**config.mk**
```make
export PLATFORM = sky130hd
export DESIGN_NAME = serial_audio_rx
export DESIGN_NICKNAME = d
export VERILOG_FILES = /design/src/rtl/sar_pkg.sv /design/src/rtl/sar_sync.sv /design/src/rtl/sar_slicer.sv /design/src/rtl/sar_align.sv /design/src/rtl/serial_audio_rx.sv
export SDC_FILE = /design/constraint.sdc
export NUM_CORES = 1
export LEC_CHECK = 0
export ABC_AREA = 0
export CORE_MARGIN = 2
export CORE_UTILIZATION = 40
export CTS_CLUSTER_DIAMETER = 150
export DETAILED_ROUTE_END_ITERATION = 7
export GPL_TIMING_DRIVEN = 0
export PLACE_DENSITY_LB_ADDON = 0.25
export SLEW_MARGIN = 20
export SYNTH_ARGS = -nofsm -noshare
export SYNTH_HDL_FRONTEND = slang
export SYNTH_SLANG_ARGS = --single-unit
```
**constraint.sdc**
```tcl
create_clock -name clk -period 4.1 [get_ports clk]
set_input_delay 0.82 -clock clk [delete_from_list [all_inputs] [get_ports clk]]
set_output_delay 0.82 -clock clk [all_outputs]
set_load 0.03 [all_outputs]
```
**src/rtl/sar_pkg.sv**
```systemverilog
package sar_pkg;

   localparam int SHORT_HALF = 16;   // bits per half frame in a 32-clock frame

   typedef struct packed {
      logic       rsvd;       // reserved code
      logic       lsb_just;   // word ends at the frame edge
      logic       late_msb;   // MSB one bit after the frame edge, left on low
      logic [5:0] nbits;      // fixed word length for LSB-justified codes
      logic       short_ok;   // 32-clock frame allowed
   } fmt_dec_t;

   function automatic fmt_dec_t decode_fmt(input logic [2:0] code);
      fmt_dec_t d;
      d = '{rsvd: 1'b0, lsb_just: 1'b0, late_msb: 1'b0, nbits: 6'd24, short_ok: 1'b0};
      case (code)
         3'd0: begin d.lsb_just = 1'b1; d.nbits = 6'd16; d.short_ok = 1'b1; end
         3'd1: begin d.lsb_just = 1'b1; d.nbits = 6'd20; end
         3'd2: ;
         3'd3: begin d.late_msb = 1'b1; d.short_ok = 1'b1; end
         3'd4: d.lsb_just = 1'b1;
         3'd5: ;
         3'd6: d.late_msb = 1'b1;
         default: d.rsvd = 1'b1;
      endcase
      return d;
   endfunction

endpackage

```
**src/rtl/sar_sync.sv**
```systemverilog
module sar_sync #(
   parameter int WIDTH  = 3,
   parameter int STAGES = 2
) (
   input  logic             clk,
   input  logic             rst_n,
   input  logic [WIDTH-1:0] d_i,
   output logic [WIDTH-1:0] q_o
);
   generate
      if (STAGES < 2) begin : g_bad
         $error("sar_sync: STAGES must be at least 2");
      end
   endgenerate

   logic [WIDTH-1:0] chain [STAGES];

   genvar s;
   generate
      for (s = 0; s < STAGES; s++) begin : g_stage
         if (s == 0) begin : g_first
            always_ff @(posedge clk or negedge rst_n)
               if (!rst_n) chain[s] <= '0;
               else        chain[s] <= d_i;
         end else begin : g_next
            always_ff @(posedge clk or negedge rst_n)
               if (!rst_n) chain[s] <= '0;
               else        chain[s] <= chain[s-1];
         end
      end
   endgenerate

   assign q_o = chain[STAGES-1];
endmodule

```
**src/rtl/sar_slicer.sv**
```systemverilog
module sar_slicer #(
   parameter int SLOT_MAX = 32,
   localparam int CNT_W   = $clog2(SLOT_MAX + 1)
) (
   input  logic                clk,
   input  logic                rst_n,
   input  logic                clr,
   input  logic                bclk_i,
   input  logic                fclk_i,
   input  logic                sdin_i,
   input  logic                late_msb_i,
   output logic                half_done_o,
   output logic                half_mark_o,
   output logic [SLOT_MAX-1:0] half_sr_o,
   output logic [CNT_W-1:0]    half_cnt_o
);
   logic                bclk_q, lr_d1, mark_q, started;
   logic [SLOT_MAX-1:0] sr;
   logic [CNT_W-1:0]    cnt;
   logic                rise, marker, edge_seen;

   assign rise      = bclk_i & ~bclk_q;
   assign marker    = late_msb_i ? lr_d1 : fclk_i;
   assign edge_seen = marker ^ mark_q;

   always_ff @(posedge clk or negedge rst_n)
      if (!rst_n) bclk_q <= 1'b0;
      else        bclk_q <= bclk_i;

   always_ff @(posedge clk or negedge rst_n) begin
      if (!rst_n) begin
         lr_d1 <= 1'b0; mark_q <= 1'b0; started <= 1'b0;
         sr <= '0; cnt <= '0;
         half_done_o <= 1'b0; half_mark_o <= 1'b0;
         half_sr_o <= '0; half_cnt_o <= '0;
      end else if (clr) begin
         lr_d1 <= 1'b0; mark_q <= 1'b0; started <= 1'b0;
         sr <= '0; cnt <= '0;
         half_done_o <= 1'b0;
      end else begin
         half_done_o <= 1'b0;
         if (rise) begin
            lr_d1  <= fclk_i;
            mark_q <= marker;
            if (edge_seen) begin
               if (started) begin
                  half_done_o <= 1'b1;
                  half_mark_o <= mark_q;
                  half_sr_o   <= sr;
                  half_cnt_o  <= cnt;
               end
               started <= 1'b1;
               sr      <= {{(SLOT_MAX-1){1'b0}}, sdin_i};
               cnt     <= CNT_W'(1);
            end else begin
               sr <= {sr[SLOT_MAX-2:0], sdin_i};
               if (cnt != CNT_W'(SLOT_MAX)) cnt <= cnt + 1'b1;
            end
         end
      end
   end

   p_cnt_bound_r11: assert property (@(posedge clk) disable iff (!rst_n)
      cnt <= CNT_W'(SLOT_MAX));
   p_half_pulse_r6: assert property (@(posedge clk) disable iff (!rst_n)
      half_done_o |=> !half_done_o);
endmodule

```
**src/rtl/sar_align.sv**
```systemverilog
module sar_align
   import sar_pkg::*;
#(
   parameter int WORD_W   = 24,
   parameter int SLOT_MAX = 32,
   localparam int CNT_W   = $clog2(SLOT_MAX + 1),
   localparam int SH_W    = (CNT_W > 6) ? CNT_W : 6,
   localparam int EXT_W   = SLOT_MAX + WORD_W
) (
   input  logic [SLOT_MAX-1:0] sr_i,
   input  logic [CNT_W-1:0]    cnt_i,
   input  fmt_dec_t            dec_i,
   output logic [WORD_W-1:0]   word_o
);
   logic [EXT_W-1:0] ext, shifted;
   logic [SH_W-1:0]  shamt;

   // Bits received sit in sr[cnt-1:0]; shifting {sr, zeros} right by k
   // leaves sr[k-1 -: WORD_W] on top, zero filled where fewer bits exist.
   assign ext     = {sr_i, {WORD_W{1'b0}}};
   assign shamt   = dec_i.lsb_just ? SH_W'(dec_i.nbits) : SH_W'(cnt_i);
   assign shifted = ext >> shamt;
   assign word_o  = shifted[WORD_W-1:0];
endmodule

```
**src/rtl/serial_audio_rx.sv**
```systemverilog
module serial_audio_rx
   import sar_pkg::*;
#(
   parameter int WORD_W      = 24,
   parameter int SLOT_MAX    = 32,
   parameter int SYNC_STAGES = 2,
   localparam int CNT_W      = $clog2(SLOT_MAX + 1)
) (
   input  logic              clk,
   input  logic              rst_n,
   input  logic              pwr_dn,
   input  logic [2:0]        fmt_sel,
   input  logic              bclk,
   input  logic              fclk,
   input  logic              sdin,
   output logic [WORD_W-1:0] left_word,
   output logic [WORD_W-1:0] right_word,
   output logic              word_valid,
   output logic              fmt_err
);
   generate
      if (WORD_W < 24) begin : g_bad_word
         $error("serial_audio_rx: WORD_W must be at least 24");
      end
      if (SLOT_MAX < WORD_W) begin : g_bad_slot
         $error("serial_audio_rx: SLOT_MAX must cover WORD_W");
      end
   endgenerate

   logic [2:0]          pins_s;
   logic [2:0]          fmt_q;
   fmt_dec_t            dec;
   logic                half_done, half_mark;
   logic [SLOT_MAX-1:0] half_sr;
   logic [CNT_W-1:0]    half_cnt;
   logic [WORD_W-1:0]   aligned, left_hold;
   logic                have_left, is_left, err_now, err_next;

   sar_sync #(.WIDTH(3), .STAGES(SYNC_STAGES)) u_sync (
      .clk(clk), .rst_n(rst_n), .d_i({bclk, fclk, sdin}), .q_o(pins_s));

   assign dec = decode_fmt(fmt_q);

   sar_slicer #(.SLOT_MAX(SLOT_MAX)) u_slicer (
      .clk(clk), .rst_n(rst_n), .clr(pwr_dn),
      .bclk_i(pins_s[2]), .fclk_i(pins_s[1]), .sdin_i(pins_s[0]),
      .late_msb_i(dec.late_msb),
      .half_done_o(half_done), .half_mark_o(half_mark),
      .half_sr_o(half_sr), .half_cnt_o(half_cnt));

   sar_align #(.WORD_W(WORD_W), .SLOT_MAX(SLOT_MAX)) u_align (
      .sr_i(half_sr), .cnt_i(half_cnt), .dec_i(dec), .word_o(aligned));

   assign is_left  = dec.late_msb ? ~half_mark : half_mark;
   assign err_now  = dec.rsvd |
                     (half_done & (half_cnt == CNT_W'(SHORT_HALF)) & ~dec.short_ok);
   assign err_next = fmt_err | err_now;

   always_ff @(posedge clk or negedge rst_n) begin
      if (!rst_n) begin
         fmt_q <= '0; fmt_err <= 1'b0; word_valid <= 1'b0;
         left_word <= '0; right_word <= '0; left_hold <= '0; have_left <= 1'b0;
      end else if (pwr_dn) begin
         fmt_q <= fmt_sel; fmt_err <= 1'b0; word_valid <= 1'b0;
         left_word <= '0; right_word <= '0; left_hold <= '0; have_left <= 1'b0;
      end else begin
         word_valid <= 1'b0;
         fmt_err    <= err_next;
         if (half_done) begin
            if (is_left) begin
               left_hold <= aligned;
               have_left <= 1'b1;
            end else if (have_left) begin
               word_valid <= 1'b1;
               left_word  <= err_next ? '0 : left_hold;
               right_word <= err_next ? '0 : aligned;
            end
         end
         if (fmt_err) begin
            left_word  <= '0;
            right_word <= '0;
         end
      end
   end

   p_err_zero_r9: assert property (@(posedge clk) disable iff (!rst_n)
      fmt_err |=> (left_word == '0 && right_word == '0));
   p_pdn_clear_r10: assert property (@(posedge clk) disable iff (!rst_n)
      pwr_dn |=> (!fmt_err && !word_valid && left_word == '0 && right_word == '0));
   p_valid_pulse_r6: assert property (@(posedge clk) disable iff (!rst_n)
      word_valid |=> !word_valid);
   p_fmt_hold_r7: assert property (@(posedge clk) disable iff (!rst_n)
      !pwr_dn |=> $stable(fmt_q));
   p_rsvd_err_r8: assert property (@(posedge clk) disable iff (!rst_n)
      (!pwr_dn && dec.rsvd) |=> fmt_err);
endmodule

```
[Word-level counts from Yosys, hierarchy flattened]
Index checks and enable logic that the tools add are counted.
Storage, ports and cells
  flip-flop bits (word level): 166
  bits of input ports: 9
  output and inout port bits: 50
  word-level logic and storage cells: 106
Cells by class
  add/subtract/negate cells: 1
  equality and inequality tests: 9
  shift operators: 1
  multiplexer cells: 49
  bitwise logic cells: 10
  reduce and logical (&&, ||, !) cells: 17
Operators with widths (number)
  $mux 24: 15
  $mux 32: 3
  $shr 56x6->24: 1
  $mux 6: 5
  $mux 1: 25
  $eq 3x3->1 const B: 3
  $reduce_bool 3->1: 3
  $pmux 4 s2: 1
  $reduce_bool 2->1: 4
  $reduce_or 7->1: 1
  $add 6x1->6 const B: 1
  $eq 3x2->1 const B: 2
  $eq 6x5->1 const B: 1
  $ne 6x6->1 const B: 1
  $reduce_and 2->1: 3
  $not 1->1: 4
  $reduce_and 4->1: 1
  $reduce_or 2->1: 2
  $and 1x1->1: 3
  $eq 3x1->1 const B: 1
  $logic_not 3->1: 1
  $ne 3x3->1 const B: 1
  $reduce_and 3->1: 1
  $reduce_or 3->1: 1
  other kinds (2): 3

[Depth between registers and ports, before layout]
  depth in word-level cells: 13
  depth in mapped cells: 11
  depth with buffers taken out: 7

[Hierarchy]
A second synthesis with hierarchy kept.
Unflattened totals
  cells, all modules: 764
  area, all modules: 8932.3 sq um
By module, submodules not included
  sar_slicer: instances 1, cells each 257, area each 3453.3 sq um
  serial_audio_rx: instances 1, cells each 251, area each 3261.9 sq um
  sar_align: instances 1, cells each 247, area each 2044.5 sq um
  sar_sync: instances 1, cells each 9, area each 172.7 sq um

[Worst setup path before layout]
Ideal clock, no wire load.
  path kind: input to register
  start: input port pwr_dn
  end: register left_word[10]
  setup time: 66 ps
  arrival: 2274 ps
  slack: 1760 ps
  stages on the path: 6
  buffers on the path: 3
  cell sequence: clkbuf_1 -> or2_2 -> a31oi_1 -> clkbuf_1 -> clkbuf_1 -> a22o_1
Between the ends
  longest elaborated chain between the ends: 2
RTL lines
  from (decl): RTL line serial_audio_rx.sv:11  | input logic pwr_dn,
  $ne 3x3->1 (no line) / $reduce_bool 3->1 (equally long branches)
  $reduce_and 3->1 (no line)
  to (signal assigned): RTL line serial_audio_rx.sv:75  | left_word <= err_next ? '0 : left_hold;
  to (decl): RTL line serial_audio_rx.sv:16  | output logic [WORD_W-1:0] left_word,
Several ways; a longest one is shown, not always the timed one.
A chain may end at the register's enable or synchronous reset.

[Worst setup path in the final report]
  start: register u_slicer.half_cnt_o[1]
  end: register right_word[16]
Between the ends
  longest elaborated chain between the ends: 11
RTL lines
  from (decl): RTL line sar_slicer.sv:15  | output logic [CNT_W-1:0] half_cnt_o
  from (signal assigned): RTL line sar_slicer.sv:50  | half_cnt_o <= cnt;
  branches (longest 5 deep; another with $shr 56x6->24)
  $mux 24 (*): RTL line serial_audio_rx.sv:76  | right_word <= err_next ? '0 : aligned;
  $mux 24 (*): RTL line serial_audio_rx.sv:73  | end else if (have_left) begin
  $mux 24 (*): RTL line serial_audio_rx.sv:70  | if (is_left) begin
  $mux 24 (*): RTL line serial_audio_rx.sv:69  | if (half_done) begin
  $mux 24 (*): RTL line serial_audio_rx.sv:79  | if (fmt_err) begin
  $mux 24 (*): RTL line serial_audio_rx.sv:63  | end else if (pwr_dn) begin
  to (signal assigned): RTL line serial_audio_rx.sv:76
  to (decl): RTL line serial_audio_rx.sv:17  | output logic [WORD_W-1:0] right_word,
Mark *: on every way between the ends. The select of a mux whose other input is x is not followed.

==> metrics.md <==
| Metric | Value |
|---|---|
| Status | complete, no violations |
| Final Skew | 0.01580 ns |
| Async SR Flop Fraction | 1.000 |
| CTS Hold Bufs | 0 |
| Synth Instances | around 930 |
| Met2 routed WL | 13.87 mm |
| Placement Setup Slack | between 1 and 1.5 ns |
| Vias in the first global route | slightly below 8000 |
| Buffers on Ports | 57 |
| Routed via count | 8033 |
| IO Count | 59 |
| Synth warn | 0 |
| Post-synth EDFFs | 0 |
| Largest area contributor in the netlist | dfrtp_1 |
| Adder-cell share of the synthesized area | 0.002798 |
| Slew Limit Fails | 0 |
| Die area | 0.02357 sq mm |
| Most frequent cells in the layout | dfrtp_1 (166), a22o_1 (76), o21ai_0 (74) |
| Critical path required time | ~4.5 ns |
| Worst-path fanout max | 10 |
| Final Cell Area | around 0.011 sq mm |
| Critical path class | flip-flop to flip-flop |
| Worst setup path endpoint | right_word[16]$_DFFE_PN0P_ |
| Ys flop type | dfrtp_1 |
| Utilization after layout | 0.4797 |
| M1 WL | 13.65 mm |
| Reg-to-reg startpoint | u_slicer.half_cnt_o[1]$_DFFE_PN0P_ |
| Tcrit/Tclk final | 0.7634 |
| First-pass GRT wire length | 47.41 mm |
| Largest cells by area after synthesis | dfrtp_1 (46%), a22o_1 (7.4%), o21ai_0 (4.1%), mux2i_1 (3.9%), nor2_1 (3.1%) |
| Unrepaired setup endpoints after global routing | false |
| Layout cells sized above 1 | 0.1060 |
| Sequential Area | 0.004154 sq mm |
| Worst setup startpoint | u_slicer.half_cnt_o[1]$_DFFE_PN0P_ |
| CTS sink count | 166 |
| DRC Markers | 0 |
| Power density cells | 508.2 mW/mm^2 |
| Die height | 153.5 um |
| Cell Area, Synth | 0.008945 sq mm |
| Distinct cell type count of the synthesized netlist | 62 |
| GRT Util Overall | 0.2580 |
| Placed cell area | just under 0.01 sq mm |
| Placeable Area | 0.02189 sq mm |
| CP max stage delay | 0.53 ns |
| # setup viols final | 0 |
| Commonest non-fill, non-tap cell in the layout | dfrtp_1 |
| Setup Buffers After CTS | 0 |
| Final worst setup slack | between 0.9 and 1 ns |
| Leak | 4.444 nW |
| Final Hold Fails | 0 |
| Initial antenna violation count | 0 |
| Total congestion overflow | 0 |
| Yosys reg bits | 166 |
| CP Capture Type | flip-flop |
| Met3 WL | 1.698 mm |
| Post-synthesis mux area share | 0.05931 |
| Maxcap violations | 0 |
| Worst path cell trace | buf_2, buf_2, buf_1, buf_1, o211ai_1, o21ai_0, mux2i_1, o21ai_0, a22o_1 |
| Slowest CP cell | o21ai_0 |
| Worst-margin pin slew | ~1.1 ns |
| DP Cell Count | roughly 1300 |
| GPL Wtd Cong | 0.9805 |
| Top sig layer | met4 |
| Largest family of logic cells by synthesized area | compound AO/OA/AOI/OAI gates |
| Post-Synth XOR/XNOR Area | 0.003777 |
| Worst Setup Start Kind | flip-flop |
| Post-CTS sizing | 0 |
| Antenna-violating nets left | 0 |
| CP arrival | between 3 and 4 ns |
| Starting Density | 0.4086 |
| Skew-Pair Late Insertion Delay | about 0.44 ns |
| Non-Filler Instances | 1299 |
| Max transition margin | 0.2341 |
| Minimum clock period after layout | 3.130 ns |
| Seq/Total Area, Yosys | 0.4644 |
| Number of CTS-inserted buffers | 17 |
| Max Root-Sink Buffers | 2 |
| Post-DP HPWL | approximately 23 mm |
| TritonRoute pass-1 iters | 5 |
| Layout area overhead | 17.39% |
| Hold Path Class | input pin to asynchronous set/reset pin |
| Total Wirelength | 30.29 mm |
| # fillers | 2078 |
| WL/cell | 23.32 um |
| Row cnt | 54 |
| Clock slew at reported path FFs | ~0.080 ns |
| Clock root buffer | clkbuf_16 |
| Post-Synth Simple-Gate Area | 0.1091 |
| Syn Nets | 940 |
| Top-area cell type share of the netlist area | 0.4644 |
| R2R Setup Slk | 0.97 ns |
| H-tree Lvls | 4 |
| Pin count of the biggest net entering global routing | 99 |
| Worst R2R End | right_word[16]$_DFFE_PN0P_ |
| Worst VDD drop | 266.0 uV |
| Multi-input logic area | around 0.0043 sq mm |
| Fmax | 319.5 MHz |
| # nets final | 1017 |
| Diode count | 0 |
| Synth Area in Compound Gates | 0.3010 |
| Vias per std cell | a little over 6 |
| CTS tree | built |
| Starting DRT DRC Count | 896 |
| Synthesized area per cell | 9.628 sq um |
| R2R cell count | 9 |
| Die X | around 150 um |
[cells in the mapped netlist, types with 29 or more instances]
master,count
a22o_1,76
a31oi_1,41
buf_2,33
clkbuf_1,45
dfrtp_1,166
inv_1,35
mux2i_1,35
nand2_1,45
nand3_1,44
nor2_1,73
o211ai_1,29
o21ai_0,74
[per-stage QoR]
step / TNS [ns] / power, W / hold slack [ns]
after floorplan: 0 / 0.002998 / 0.3312
after global placement: -745.51 / 0.003670 / 0.3320
after global routing: 0 / 0.005559 / 0.3562
after detailed placement: 0 / 0.003661 / 0.3347
after CTS: 0 / 0.005310 / 0.3371
final: 0 / 0.005336 / 0.3270
[worst min path at each step]
stage | startpoint | endpoint | slack (ns) | cells after the start
final | rst_n | left_word[10]$_DFFE_PN0P_ | 0.33 | 1
after global routing | rst_n | right_word[10]$_DFFE_PN0P_ | 0.36 | 1
after CTS | rst_n | left_word[11]$_DFFE_PN0P_ | 0.34 | 1
after detailed placement | u_sync.chain[5]$_DFF_PN0_ | u_sync.q_o[2]$_DFF_PN0_ | 0.33 | 0
after global placement | u_sync.chain[4]$_DFF_PN0_ | u_sync.q_o[1]$_DFF_PN0_ | 0.33 | 0
after floorplan | u_sync.chain[3]$_DFF_PN0_ | u_sync.q_o[0]$_DFF_PN0_ | 0.33 | 0
[critical path: cells and delay by family, from the launching register on]
family          cells  cell delay [ns]
flops               1             0.33
buf+inv             4             1.42
compound gates      4             1.16
mux                 1             0.15
[registers in the layout, summed over array words and instances (netlist names), 3 cells and up]
signal / cells
u_slicer.half_sr_o: 32
u_slicer.sr: 32
left_hold: 24
left_word: 24
right_word: 24
u_slicer.cnt: 6
u_slicer.half_cnt_o: 6
fmt_q: 3
u_sync.chain: 3
u_sync.q_o: 3
[logic make-up after synthesis]
kind of cell,count (synthesis)
mux,50
fa+ha+maj,2
flops,166
compound gates,372
simple gates,212
xor+xnor,3
buf+inv,124
[layout make-up]
class                      count  area share
multi-input combinational    639      0.4055
sequential                   166      0.3956
timing repair buffer          58     0.05744
buffer                        89     0.03825
clock buffer                  17     0.04051
tap                          280     0.03337
clock inverter                15     0.01680
inverter                      35     0.01251
[power by group]
part	leakage, nW	switching [W]	internal, W
combinational	1.98	0.00119	0.000559
sequential	2.18	0.000155	0.00178
clock	0.291	0.000831	0.000827
total	4.44	0.00217	0.00316
[layer usage]
metal / vias to the layer above / GRT usage
met5: - / 0
met4: 0 / 0.1066
li1: 3681 / -
met1: 3952 / 0.3583
met2: 330 / 0.4021
met3: 70 / 0.04369
No activity file was read; power rests on OpenSTA's default activity.
